### config.mk
export PLATFORM = sky130hd
export DESIGN_NAME = tdm_bus_monitor
export DESIGN_NICKNAME = d
export VERILOG_FILES = /design/src/rtl/tdm_mon_pkg.sv /design/src/rtl/tdm_sync.sv /design/src/rtl/tdm_bclk_check.sv /design/src/rtl/tdm_frame_check.sv /design/src/rtl/tdm_status_reg.sv /design/src/rtl/tdm_bus_monitor.sv
export SDC_FILE = /design/constraint.sdc
export NUM_CORES = 1
export LEC_CHECK = 0
export ABC_AREA = 1
export BUFFER_PORTS_ARGS = -buffer_cell sky130_fd_sc_hd__buf_2
export CORE_ASPECT_RATIO = 2
export CORE_MARGIN = 1.5
export CORE_UTILIZATION = 25
export CTS_CLUSTER_DIAMETER = 40
export DETAILED_ROUTE_END_ITERATION = 16
export PLACE_DENSITY = 0.39
export REMOVE_ABC_BUFFERS = 1
export SLEW_MARGIN = 5
export SYNTH_ARGS = -nofsm -noshare
export SYNTH_HDL_FRONTEND = slang
export SYNTH_SLANG_ARGS = --single-unit
### constraint.sdc
create_clock -name clk_i -period 2.1 [get_ports clk_i]
set_input_delay 0.21 -clock clk_i [delete_from_list [all_inputs] [get_ports clk_i]]
set_output_delay 0.21 -clock clk_i [all_outputs]
set_load 0.02 [all_outputs]
### src/rtl/tdm_mon_pkg.sv
package tdm_mon_pkg;
   localparam int unsigned STAT_W       = 16;
   localparam int unsigned NUM_PAIRS    = 2;
   // status bit positions (software decodes these)
   localparam int unsigned ST_ALARM0    = 0;
   localparam int unsigned ST_ALARM1    = 1;
   localparam int unsigned ST_FRM_BASE  = 2;
   localparam int unsigned ST_CLK_BASE  = 4;
   localparam int unsigned ST_LOST_BASE = 6;
   localparam int unsigned ST_UNLOCK    = 8;
   localparam int unsigned ST_COPY_BASE = 12;
   localparam logic [STAT_W-1:0] RSV_MASK  = 16'h0E00;
   localparam logic [STAT_W-1:0] STAT_INIT = 16'h0100;

   typedef logic [STAT_W-1:0] stat_t;
endpackage

### src/rtl/tdm_sync.sv
module tdm_sync #(
   parameter int unsigned WIDTH  = 1,
   parameter int unsigned STAGES = 2,
   parameter logic [WIDTH-1:0] RST_VAL = '0
) (
   input  logic             clk_i,
   input  logic             rst_ni,
   input  logic [WIDTH-1:0] d_i,
   output logic [WIDTH-1:0] q_o
);
   if (STAGES < 2) begin : g_bad_stages
      $error("tdm_sync: STAGES must be at least 2");
   end

   logic [WIDTH-1:0] pipe_q [STAGES];

   for (genvar s = 0; s < STAGES; s++) begin : g_stage
      always_ff @(posedge clk_i) begin
         if (!rst_ni) pipe_q[s] <= RST_VAL;
         else if (s == 0) pipe_q[s] <= d_i;
         else pipe_q[s] <= pipe_q[(s == 0) ? 0 : s-1];
      end
   end

   assign q_o = pipe_q[STAGES-1];
endmodule

### src/rtl/tdm_bclk_check.sv
module tdm_bclk_check #(
   parameter int unsigned NOM_TICKS = 31,
   parameter int unsigned TOL_TICKS = 9
) (
   input  logic clk_i,
   input  logic rst_ni,
   input  logic bclk_i,   // synchronized level
   output logic rise_o,   // one-tick pulse on each rising edge
   output logic bad_o     // one-tick fault pulse
);
   localparam int unsigned LO_TICKS = NOM_TICKS - TOL_TICKS;
   localparam int unsigned HI_TICKS = NOM_TICKS + TOL_TICKS;
   localparam int unsigned CW       = $clog2(HI_TICKS + 2);
   localparam logic [CW-1:0] CNT_MAX = CW'(HI_TICKS);

   if (TOL_TICKS >= NOM_TICKS) begin : g_bad_tol
      $error("tdm_bclk_check: TOL_TICKS must be below NOM_TICKS");
   end

   logic          prev_q, armed_q, bad_q;
   logic [CW-1:0] cnt_q;
   logic          rise, timeout, bad_d;
   int unsigned   span;

   assign rise    = bclk_i & ~prev_q;
   assign span    = int'(cnt_q) + 1;
   assign timeout = armed_q && !rise && (span == HI_TICKS + 1);

   always_comb begin
      bad_d = 1'b0;
      if (armed_q && rise) bad_d = (span < LO_TICKS) || (span > HI_TICKS);
      else if (timeout)    bad_d = 1'b1;
   end

   always_ff @(posedge clk_i) begin
      if (!rst_ni) begin
         prev_q  <= 1'b0;
         armed_q <= 1'b0;
         cnt_q   <= '0;
         bad_q   <= 1'b0;
      end else begin
         prev_q <= bclk_i;
         bad_q  <= bad_d;
         if (rise) begin
            cnt_q   <= '0;
            armed_q <= 1'b1;
         end else begin
            if (cnt_q != CNT_MAX) cnt_q <= cnt_q + CW'(1);
            if (timeout) armed_q <= 1'b0;
         end
      end
   end

   assign rise_o = rise;
   assign bad_o  = bad_q;

   // a fault is a single-tick pulse
   assert_bad_single_R5: assert property (@(posedge clk_i) disable iff (!rst_ni)
      bad_o |=> !bad_o);
   // a timeout disarms the checker until the next edge
   assert_timeout_disarms_R5: assert property (@(posedge clk_i) disable iff (!rst_ni)
      timeout |=> !armed_q);
endmodule

### src/rtl/tdm_frame_check.sv
module tdm_frame_check #(
   parameter int unsigned FRAME_LEN = 1024
) (
   input  logic clk_i,
   input  logic rst_ni,
   input  logic rise_i,     // bit-clock rising edge
   input  logic fsync_ni,   // synchronized frame level, active low
   output logic bad_o
);
   localparam int unsigned FW = $clog2(FRAME_LEN);
   localparam logic [FW-1:0] LAST = FW'(FRAME_LEN - 1);

   if (FRAME_LEN < 4) begin : g_bad_len
      $error("tdm_frame_check: FRAME_LEN must be at least 4");
   end

   logic [FW-1:0] cnt_q;
   logic          seen_q, prev_low_q, bad_q, bad_d;

   always_comb begin
      bad_d = 1'b0;
      if (rise_i) begin
         if (!fsync_ni) bad_d = prev_low_q || (seen_q && (cnt_q != LAST));
         else           bad_d = (cnt_q == LAST);
      end
   end

   always_ff @(posedge clk_i) begin
      if (!rst_ni) begin
         cnt_q      <= '0;
         seen_q     <= 1'b0;
         prev_low_q <= 1'b0;
         bad_q      <= 1'b0;
      end else begin
         bad_q <= bad_d;
         if (rise_i) begin
            if (!fsync_ni) begin
               cnt_q      <= '0;
               seen_q     <= 1'b1;
               prev_low_q <= 1'b1;
            end else begin
               prev_low_q <= 1'b0;
               if (cnt_q == LAST) begin
                  cnt_q  <= '0;
                  seen_q <= 1'b0;
               end else begin
                  cnt_q <= cnt_q + FW'(1);
               end
            end
         end
      end
   end

   assign bad_o = bad_q;

   // verdicts are only produced on bit-clock edges
   assert_verdict_on_edge_R6: assert property (@(posedge clk_i) disable iff (!rst_ni)
      bad_d |-> rise_i);
   // a low seen on two edges in a row always faults
   assert_long_low_R6: assert property (@(posedge clk_i) disable iff (!rst_ni)
      (rise_i && !fsync_ni && prev_low_q) |=> bad_o);
endmodule

### src/rtl/tdm_status_reg.sv
module tdm_status_reg
   import tdm_mon_pkg::*;
(
   input  logic        clk_i,
   input  logic        rst_ni,
   input  logic [1:0]  frm_bad_i,
   input  logic [1:0]  clk_bad_i,
   input  logic [1:0]  alarm_hit_i,
   input  logic [1:0]  evt_lost_i,
   input  logic        reg_en_i,
   input  logic        reg_we_i,
   input  stat_t       reg_wdata_i,
   output stat_t       reg_rdata_o,
   output logic        bus_oe_o
);
   stat_t stat_q, stat_d, set_vec, clr_vec, rdata_q;
   logic  fault_any, hold_lock;

   assign fault_any = |{frm_bad_i, clk_bad_i};
   assign clr_vec   = (reg_en_i && reg_we_i) ? reg_wdata_i : '0;

   always_comb begin
      set_vec = '0;
      set_vec[ST_ALARM0] = alarm_hit_i[0];
      set_vec[ST_ALARM1] = alarm_hit_i[1];
      for (int p = 0; p < int'(NUM_PAIRS); p++) begin
         set_vec[ST_FRM_BASE + p]  = frm_bad_i[p];
         set_vec[ST_CLK_BASE + p]  = clk_bad_i[p];
         set_vec[ST_LOST_BASE + p] = evt_lost_i[p];
         set_vec[ST_COPY_BASE + p]     = frm_bad_i[p];
         set_vec[ST_COPY_BASE + 2 + p] = clk_bad_i[p];
      end
      set_vec[ST_UNLOCK] = fault_any;
   end

   // primary fault bits that survive this cycle keep the slave unlocked
   assign hold_lock = |(stat_q[ST_CLK_BASE+1:ST_FRM_BASE] & ~clr_vec[ST_CLK_BASE+1:ST_FRM_BASE]);

   always_comb begin
      stat_d = ((stat_q & ~clr_vec) | set_vec) & ~RSV_MASK;
      if (hold_lock) stat_d[ST_UNLOCK] = 1'b1;
   end

   always_ff @(posedge clk_i) begin
      if (!rst_ni) begin
         stat_q  <= STAT_INIT;
         rdata_q <= '0;
      end else begin
         stat_q <= stat_d;
         if (reg_en_i && !reg_we_i) rdata_q <= stat_q;
      end
   end

   assign reg_rdata_o = rdata_q;
   assign bus_oe_o    = ~stat_q[ST_UNLOCK];

   // a set request always lands, even against a clear
   for (genvar b = 0; b < int'(STAT_W); b++) begin : g_set_chk
      if (RSV_MASK[b] == 1'b0) begin : g_live
         assert_set_wins_R10: assert property (@(posedge clk_i) disable iff (!rst_ni)
            set_vec[b] |=> stat_q[b]);
      end
   end
   // any timing fault drops the output enable on the next cycle
   assert_fault_tristates_R7: assert property (@(posedge clk_i) disable iff (!rst_ni)
      fault_any |=> !bus_oe_o);
   // reserved field never reads back as nonzero
   assert_rsvd_zero_R3: assert property (@(posedge clk_i) disable iff (!rst_ni)
      (reg_rdata_o & RSV_MASK) == '0);
   // a write of zero with nothing to set leaves the register as it was
   assert_write_zero_keeps_R2: assert property (@(posedge clk_i) disable iff (!rst_ni)
      (reg_en_i && reg_we_i && reg_wdata_i == '0 && set_vec == '0) |=> $stable(stat_q));
   // read data moves only after a read strobe
   assert_rdata_hold_R11: assert property (@(posedge clk_i) disable iff (!rst_ni)
      !(reg_en_i && !reg_we_i) |=> $stable(reg_rdata_o));
endmodule

### src/rtl/tdm_bus_monitor.sv
module tdm_bus_monitor
   import tdm_mon_pkg::*;
#(
   parameter int unsigned CLK_NOM_TICKS = 31,   // bit period at ~250 MHz sampling
   parameter int unsigned CLK_TOL_TICKS = 9,    // ~35 ns at ~250 MHz
   parameter int unsigned FRAME_LEN     = 1024,
   parameter int unsigned SYNC_STAGES   = 2
) (
   input  logic        clk_i,
   input  logic        rst_ni,
   input  logic        bclk_a_i,
   input  logic        fsync_a_ni,
   input  logic        bclk_b_i,
   input  logic        fsync_b_ni,
   input  logic [1:0]  alarm_hit_i,
   input  logic [1:0]  evt_lost_i,
   input  logic        reg_en_i,
   input  logic        reg_we_i,
   input  logic [15:0] reg_wdata_i,
   output logic [15:0] reg_rdata_o,
   output logic        bus_oe_o
);
   if (NUM_PAIRS != 2) begin : g_bad_pairs
      $error("tdm_bus_monitor: status layout assumes two pairs");
   end

   logic [NUM_PAIRS-1:0] bclk_raw, fs_raw, bclk_s, fs_s;
   logic [NUM_PAIRS-1:0] rise, clk_bad, frm_bad;

   assign bclk_raw = {bclk_b_i, bclk_a_i};
   assign fs_raw   = {fsync_b_ni, fsync_a_ni};

   tdm_sync #(.WIDTH(NUM_PAIRS), .STAGES(SYNC_STAGES), .RST_VAL('0)) u_sync_clk (
      .clk_i(clk_i), .rst_ni(rst_ni), .d_i(bclk_raw), .q_o(bclk_s));

   tdm_sync #(.WIDTH(NUM_PAIRS), .STAGES(SYNC_STAGES), .RST_VAL('1)) u_sync_fs (
      .clk_i(clk_i), .rst_ni(rst_ni), .d_i(fs_raw), .q_o(fs_s));

   for (genvar p = 0; p < int'(NUM_PAIRS); p++) begin : g_pair
      tdm_bclk_check #(.NOM_TICKS(CLK_NOM_TICKS), .TOL_TICKS(CLK_TOL_TICKS)) u_clk (
         .clk_i(clk_i), .rst_ni(rst_ni), .bclk_i(bclk_s[p]),
         .rise_o(rise[p]), .bad_o(clk_bad[p]));

      tdm_frame_check #(.FRAME_LEN(FRAME_LEN)) u_frm (
         .clk_i(clk_i), .rst_ni(rst_ni), .rise_i(rise[p]),
         .fsync_ni(fs_s[p]), .bad_o(frm_bad[p]));
   end

   tdm_status_reg u_stat (
      .clk_i(clk_i), .rst_ni(rst_ni),
      .frm_bad_i(frm_bad), .clk_bad_i(clk_bad),
      .alarm_hit_i(alarm_hit_i), .evt_lost_i(evt_lost_i),
      .reg_en_i(reg_en_i), .reg_we_i(reg_we_i), .reg_wdata_i(reg_wdata_i),
      .reg_rdata_o(reg_rdata_o), .bus_oe_o(bus_oe_o));

   // the first cycle out of reset leaves the bus tri-stated
   assert_reset_tristate_R1: assert property (@(posedge clk_i)
      !rst_ni |=> !bus_oe_o);
endmodule

Word-level counts from Yosys, hierarchy flattened

Memory sizes are Yosys's and may differ from the RTL's.
Cells that the tools add are included.

Magnitude comparators: 4
Bitwise logic cells: 15
Add/sub/neg operators: 6
Equality and inequality tests: 10
Multiplexer cells: 27
Reductions and logical operators: 27

Operator list:

| cell                  | count |
|---|---|
| $eq 32x6->1 const B   | 2 |
| $gt 32x6->1 const B   | 2 |
| $lt 32x5->1 const B   | 2 |
| $mux 10               | 4 |
| $add 10x1->10 const B | 2 |
| $eq 10x10->1 const B  | 2 |
| $ne 10x10->1 const B  | 2 |
| $mux 1                | 18 |
| $and 16x16->16        | 1 |
| $mux 16               | 1 |
| $not 16->16           | 1 |
| $or 16x16->16         | 1 |
| $add 6x1->7 const B   | 2 |
| $add 6x1->6 const B   | 2 |
| $ne 6x6->1 const B    | 2 |
| $logic_and 1x1->1     | 10 |
| $mux 2                | 4 |
| $reduce_and 2->1      | 4 |
| $reduce_or 5->1       | 1 |
| $and 4x4->4           | 1 |
| $logic_or 1x1->1      | 4 |
| $ne 2x1->1 const B    | 2 |
| $not 1->1             | 4 |
| $not 4->4             | 1 |
| other kinds (6)       | 14 |

Memory bits (writable): 8
Memories: 2
Output and inout bits: 17
Logic and storage cells: 111
Input port bits: 28
Register bits: 76

Memory list:

| name              | words | width | read ports | clocked after memory_dff | wr ports | line           | source |
|---|---|---|---|---|---|---|---|
| u_sync_clk.pipe_q | 2     | 2     | 2          | 0                        | 2        | tdm_sync.sv:15 | `logic [WIDTH-1:0] pipe_q [STAGES];` |
| u_sync_fs.pipe_q  | 2     | 2     | 2          | 0                        | 2        | tdm_sync.sv:15 |  |

Longest topological paths before layout

Word-level depth: 7
Gate-level depth with buffers: 11
Gate-level depth less buffers: 11

Hierarchy

A second synthesis with hierarchy kept.

Cell total of the unflattened synthesis: 501
Area total of the unflattened synthesis: 3,656.0 um2

By module, submodules not included:

| module          | cells an instance | times used | sequential area each (um2) | area each (um2) |
|---|---|---|---|---|
| tdm_frame_check | 86                | 2          | 260.2                      | 659.4 |
| tdm_bclk_check  | 87                | 2          | 180.2                      | 539.3 |
| tdm_status_reg  | 131               | 1          | 520.5                      | 1,038.5 |
| tdm_sync        | 12                | 2          | 80.1                       | 110.1 |

Worst setup path before layout

OpenSTA, ideal clock, no wires.

Kind: register -> register
From: register g_pair[1].u_frm.cnt_q[0]
To: register g_pair[1].u_frm.cnt_q[4]
Setup time: 125 ps
Stages on the path, launching flop included: 11
Path slack: 693 ps
Period minus slack after synthesis: 1,407 ps
Path buffers: 0
Required time: 1,975 ps
Arrival: 1,282 ps
Cells stage by stage: dfxtp_1 -> ha_1 -> nand2_1 -> nor2_1 -> nand3_1 -> nor2_1 -> nand3_1 -> nand2_2 -> inv_2 -> nand2_1 -> o22ai_1

Cells in the longest elaborated chain, start to end: 3
Elaborated cells between the ends (all ways): 4
Classes of those cells: add/sub: 1; eq/ne: 1; mux: 2

RTL lines:

| what                                                 | line                                         | source |
|---|---|---|
| from (decl)                                          | tdm_frame_check.sv:17                        | `logic [FW-1:0] cnt_q;` |
| from (signal assigned)                               | tdm_frame_check.sv:47                        | `cnt_q <= cnt_q + FW'(1);` |
| $add 10x1->10 / $eq 10x10->1 (equally long branches) | tdm_frame_check.sv:47, tdm_frame_check.sv:43 |  |
| $mux 10 *                                            | tdm_frame_check.sv:43                        | `if (cnt_q == LAST) begin` |
| $mux 10 *                                            | tdm_frame_check.sv:37                        | `if (!fsync_ni) begin` |

Mark *: on every way between the ends. The rest lies on a longest branch, timed or not.
A chain may end at the register's enable or synchronous reset.

Worst setup path after layout

Same ends and word-level chain as after synthesis.

==> impl_summary.md <==
Outcome
The run finished, with violations left. The final reports fail on design-rule violations.

GRT
Entering global routing, the biggest net connects 16 pins. The busiest layer in global routing is met2. The first global-routing pass estimated 13.6 mm of wire.

For this run, global-route usage on met2 was measured as 0.240. The overflow left after global routing is 0. The number of antenna violations at the first check in global routing is 0.

The global-route met3 utilization is 0.0223. In the global route stage, overall resource usage came out at 0.123. The number of global-route vias before repair is 2,939. The global-route met1 utilization is 0.119.

Final layout
The filler cell count in the final layout is 1,459. The net total in the final layout is about 530. Once layout is done, the placed cells without fillers occupy 4030 sq um. The repair_antennas step left the layout with diodes totalling 0.

The share of layout cells above drive strength 1 is 0.167. The area growth from synthesis to layout is 20.0%. For this run, the number of standard cells in the final layout without fillers is approximately 650.

Timing
Setup repair after global routing left no endpoint under its margin. The final setup skew is about 5.5 ps. The post-route fraction of the period consumed by the critical path is 0.823. The achievable frequency is 0.579 GHz.

The time the final worst path needs with I/O delays and setup is 1730 ps. The number of hold-slack violations in the final timing report is 0. Setup slack on the critical path of the routed design comes to around 370 ps. Setup violations remaining at the end of the flow were counted as 0. After routing, the total negative slack on setup checks comes to 0 ps. The count of final max-slew check failures is 0.

Worst setup path
The type of the worst setup path is reg2reg. Traced cell by cell, the critical path runs through ha_1 -> nand2_1 -> nor2_1 -> nand3_1 -> nor2_1 -> nand3_1 -> nand2_2 -> inv_2 -> nand2_1 -> o22ai_1. The endpoint kind of the worst setup timing path is a flip-flop. The worst setup path is launched from a flip-flop.

The longest individual stage delay on the worst path is about 380 ps. The origin of the worst setup path is g_pair[1].u_frm.cnt_q[0]$_SDFFE_PN0P_. The cell with the largest stage delay on the worst path is sky130_fd_sc_hd__dfxtp_1. The arrival time of the worst setup path is roughly 1900 ps.

Data on the critical path is required at its endpoint by around 2300 ps. The number of cells on the worst reg-to-reg path is 10. The critical register-to-register path startpoint is g_pair[1].u_frm.cnt_q[0]$_SDFFE_PN0P_. In this run the worst path has a maximum fanout of 4.

CTS
Clock-pin slew was measured on the worst setup and hold paths at 60 ps. The clock net sink count is 78. Post-CTS timing repair inserted 0 buffers for setup.

The clock latency at the later pin of the worst-skew pair is around 330 ps. The post-cts resize count is 0. CTS built an H-tree with a depth of 3. TritonCTS built the clock tree.

For this design, the CTS-stage hold fixing added 0 buffers. The number of buffers between clock root and the deepest sink is 2. The root cell of the clock tree is sky130_fd_sc_hd__clkbuf_16.

In this run, CTS created clock tree buffers numbering 9.

Route
Summed over all layers, the routed wires come to slightly above 8 mm. The number of design rule violations left after detail routing is 3. The count of nets left with antenna violations once routing finished came out at 0. The average wire per standard cell is 12.4 microns. The DRC marker count from the first detailed-route iteration is 90. The first detailed-routing pass took 10 iterations. The via count of the routed design is ~2,900. The via density per instance is between 4 and 5.

Power and ir drop
The share of total power dissipated in combinational logic is 0.067. The reported leakage power is between 1.5 and 2 nW. Of the total power, registers draw 0.464.

Of the total power, the clock network draws 0.468. The worst supply voltage drop on vdd is around 0.00037 V. In this run the power density over the cells is around 840 nW/um^2. The cell internal power dissipation is 2.59 mW. The net switching share of the total power is 0.229.

Summed over all nets, the switching power comes to slightly below 0.8 mW.

Synthesis
The count of unique library cells instantiated by Yosys is 35. The warning count from the yosys run is 0. The share of flip-flops with an asynchronous set or reset after synthesis is 0.

The number of enable flip-flop cells after synthesis is 0. The synthesized design contains 78 register bits. The post-synthesis area per instance is about 7.5 sq um. The register area share after synthesis is 0.465. The primary flip-flop cell chosen by synthesis mapping is sky130_fd_sc_hd__dfxtp_1.

After technology mapping, the gate count stands at approximately 450. The post-synth design cell area is ~3400 sq um.

Place
The worst slack after detailed placement is 373 ps. The total half-perimeter wirelength after legalization and detailed placement is 6.23 mm. The weighted congestion at the end of routability-driven global placement is 0.736. The post-place instance area is between 3000 and 4000 sq um.

During placement, the flow inserted port buffers numbering 38. The number of cells in the design after placement is 633.

Flow run
Across the run, the number of max-cap violations was 0.

Floorplan
The die covers around 14,000 sq um. The number of placed I/O pins is between 40 and 50. Measured along the x axis, the die boundary spans roughly 85 microns. The die is ~170 microns tall. The initial standard-cell utilization of the core is 0.257. The core region is ~13,000 sq um. The floorplan has 59 rows.

Worst hold path
The tightest min-delay check is of the in2reg type. The number of cells on the worst hold path is 2. The startpoint identified for the worst hold timing path is fsync_b_ni.
[metrics by stage]
step	total power, mW	util	hold slack (ps)
after floorplan	1.72	-	303
after global placement	1.83	0.285	399
after detailed placement	1.83	0.285	402
after CTS	3.43	0.308	49.6
after global routing	3.54	0.308	55.4
final	3.36	0.308	60.8
[final timing paths]
kind | end | slack (ps)
worst max-delay path | g_pair[1].u_frm.cnt_q[4]$_SDFFE_PN0P_ | 370
worst min register to register | u_sync_fs.pipe_q[1][1]$_SDFF_PN1_ | 420
worst min-delay path | u_sync_fs.pipe_q[0][1]$_SDFF_PN1_ | 60
worst max register to register | g_pair[1].u_frm.cnt_q[4]$_SDFFE_PN0P_ | 370
[flip-flops by register name (all words and copies together), names as in the netlist]
signal	count
g_pair.u_frm.cnt_q	20
u_stat.reg_rdata_o	13
u_stat.stat_q	13
g_pair.u_clk.cnt_q	12
u_sync_clk.pipe_q	4
u_sync_fs.pipe_q	4
g_pair.u_clk.armed_q	2
g_pair.u_clk.bad_o	2
g_pair.u_clk.prev_q	2
g_pair.u_frm.bad_o	2
g_pair.u_frm.prev_low_q	2
g_pair.u_frm.seen_q	2
[final cells by class]
cell class                 count  area, sq um  share of cell area
inverter                      59          221              0.0550
timing repair buffer          43          228              0.0566
multi-input combinational    301         1520               0.378
clock buffer                  13          260              0.0647
clock inverter                 3         42.5              0.0106
sequential                    78         1560               0.388
tap                          152          190              0.0472
[Yosys cell counts (all sizes together) (8+ instances only)]
| cell | number | area (sq um) |
|---|---|---|
| o21ai | 25 | 125 |
| a21oi | 29 | 145 |
| nand4 | 9 | 56.3 |
| nor2 | 76 | 303 |
| ha | 8 | 100 |
| clkbuf | 8 | 30.0 |
| nand3 | 34 | 175 |
| xor2 | 12 | 113 |
| inv | 58 | 218 |
| nand2 | 80 | 310 |
| dfxtp | 78 | 1560 |
| or2 | 8 | 55.1 |
[cell usage in the layout, fill, tap and decap left out, drive strengths merged]
| cell | n |
|---|---|
| nand4 | 9 |
| o21ai | 25 |
| clkinv | 2 |
| or2 | 8 |
| conb | 3 |
| nor2 | 76 |
| a22o | 1 |
| inv | 58 |
| o21bai | 1 |
| o21a | 1 |
| ha | 8 |
| and3 | 1 |
| xor2 | 12 |
| o31ai | 1 |
| a21oi | 29 |
| buf | 43 |
| o22ai | 2 |
| bufinv | 1 |
| xnor2 | 3 |
| nand3 | 34 |
| clkbuf | 13 |
| clkinvlp | 1 |
| dfxtp | 78 |
| nand2 | 80 |
| nor3 | 7 |
[layer usage]
metal / vias up / wire length, microns
met5: - / 0
met4: 0 / 189
met3: 11 / 159
met2: 27 / 4660
met1: 1329 / 3040
li1: 1500 / -
[logic make-up (layout without fill, tap and decap cells)]
kind of cell,Yosys count,in the layout,synth area share
AOI/OAI and AO/OA,60,60,0.0936
xor gates and xnor gates,15,15,0.0414
adders and majority gates,8,8,0.0298
buffers and inverters,71,118,0.0832
DFF,78,78,0.465
other,1,3,0.00112
and+or+nand+nor,215,215,0.285
[power groups by stage]
stage               Combinational [mW]  Clock, mW  Sequential [mW]
floorplan                        0.114          0             1.60
global placement                 0.232          0             1.59
detailed placement               0.233          0             1.59
CTS                              0.234       1.64             1.56
global route                     0.257       1.71             1.57
finish                           0.226       1.58             1.56
[critical path, delay by kind of cell (launching register included)]
kind | cells | cell delay, ps
AOI/OAI and AO/OA | 1 | 80
adders and majority gates | 1 | 190
buffers and inverters | 1 | 40
DFF | 1 | 380
and+or+nand+nor | 7 | 910
Note: power is estimated with default switching activity, not from simulation.
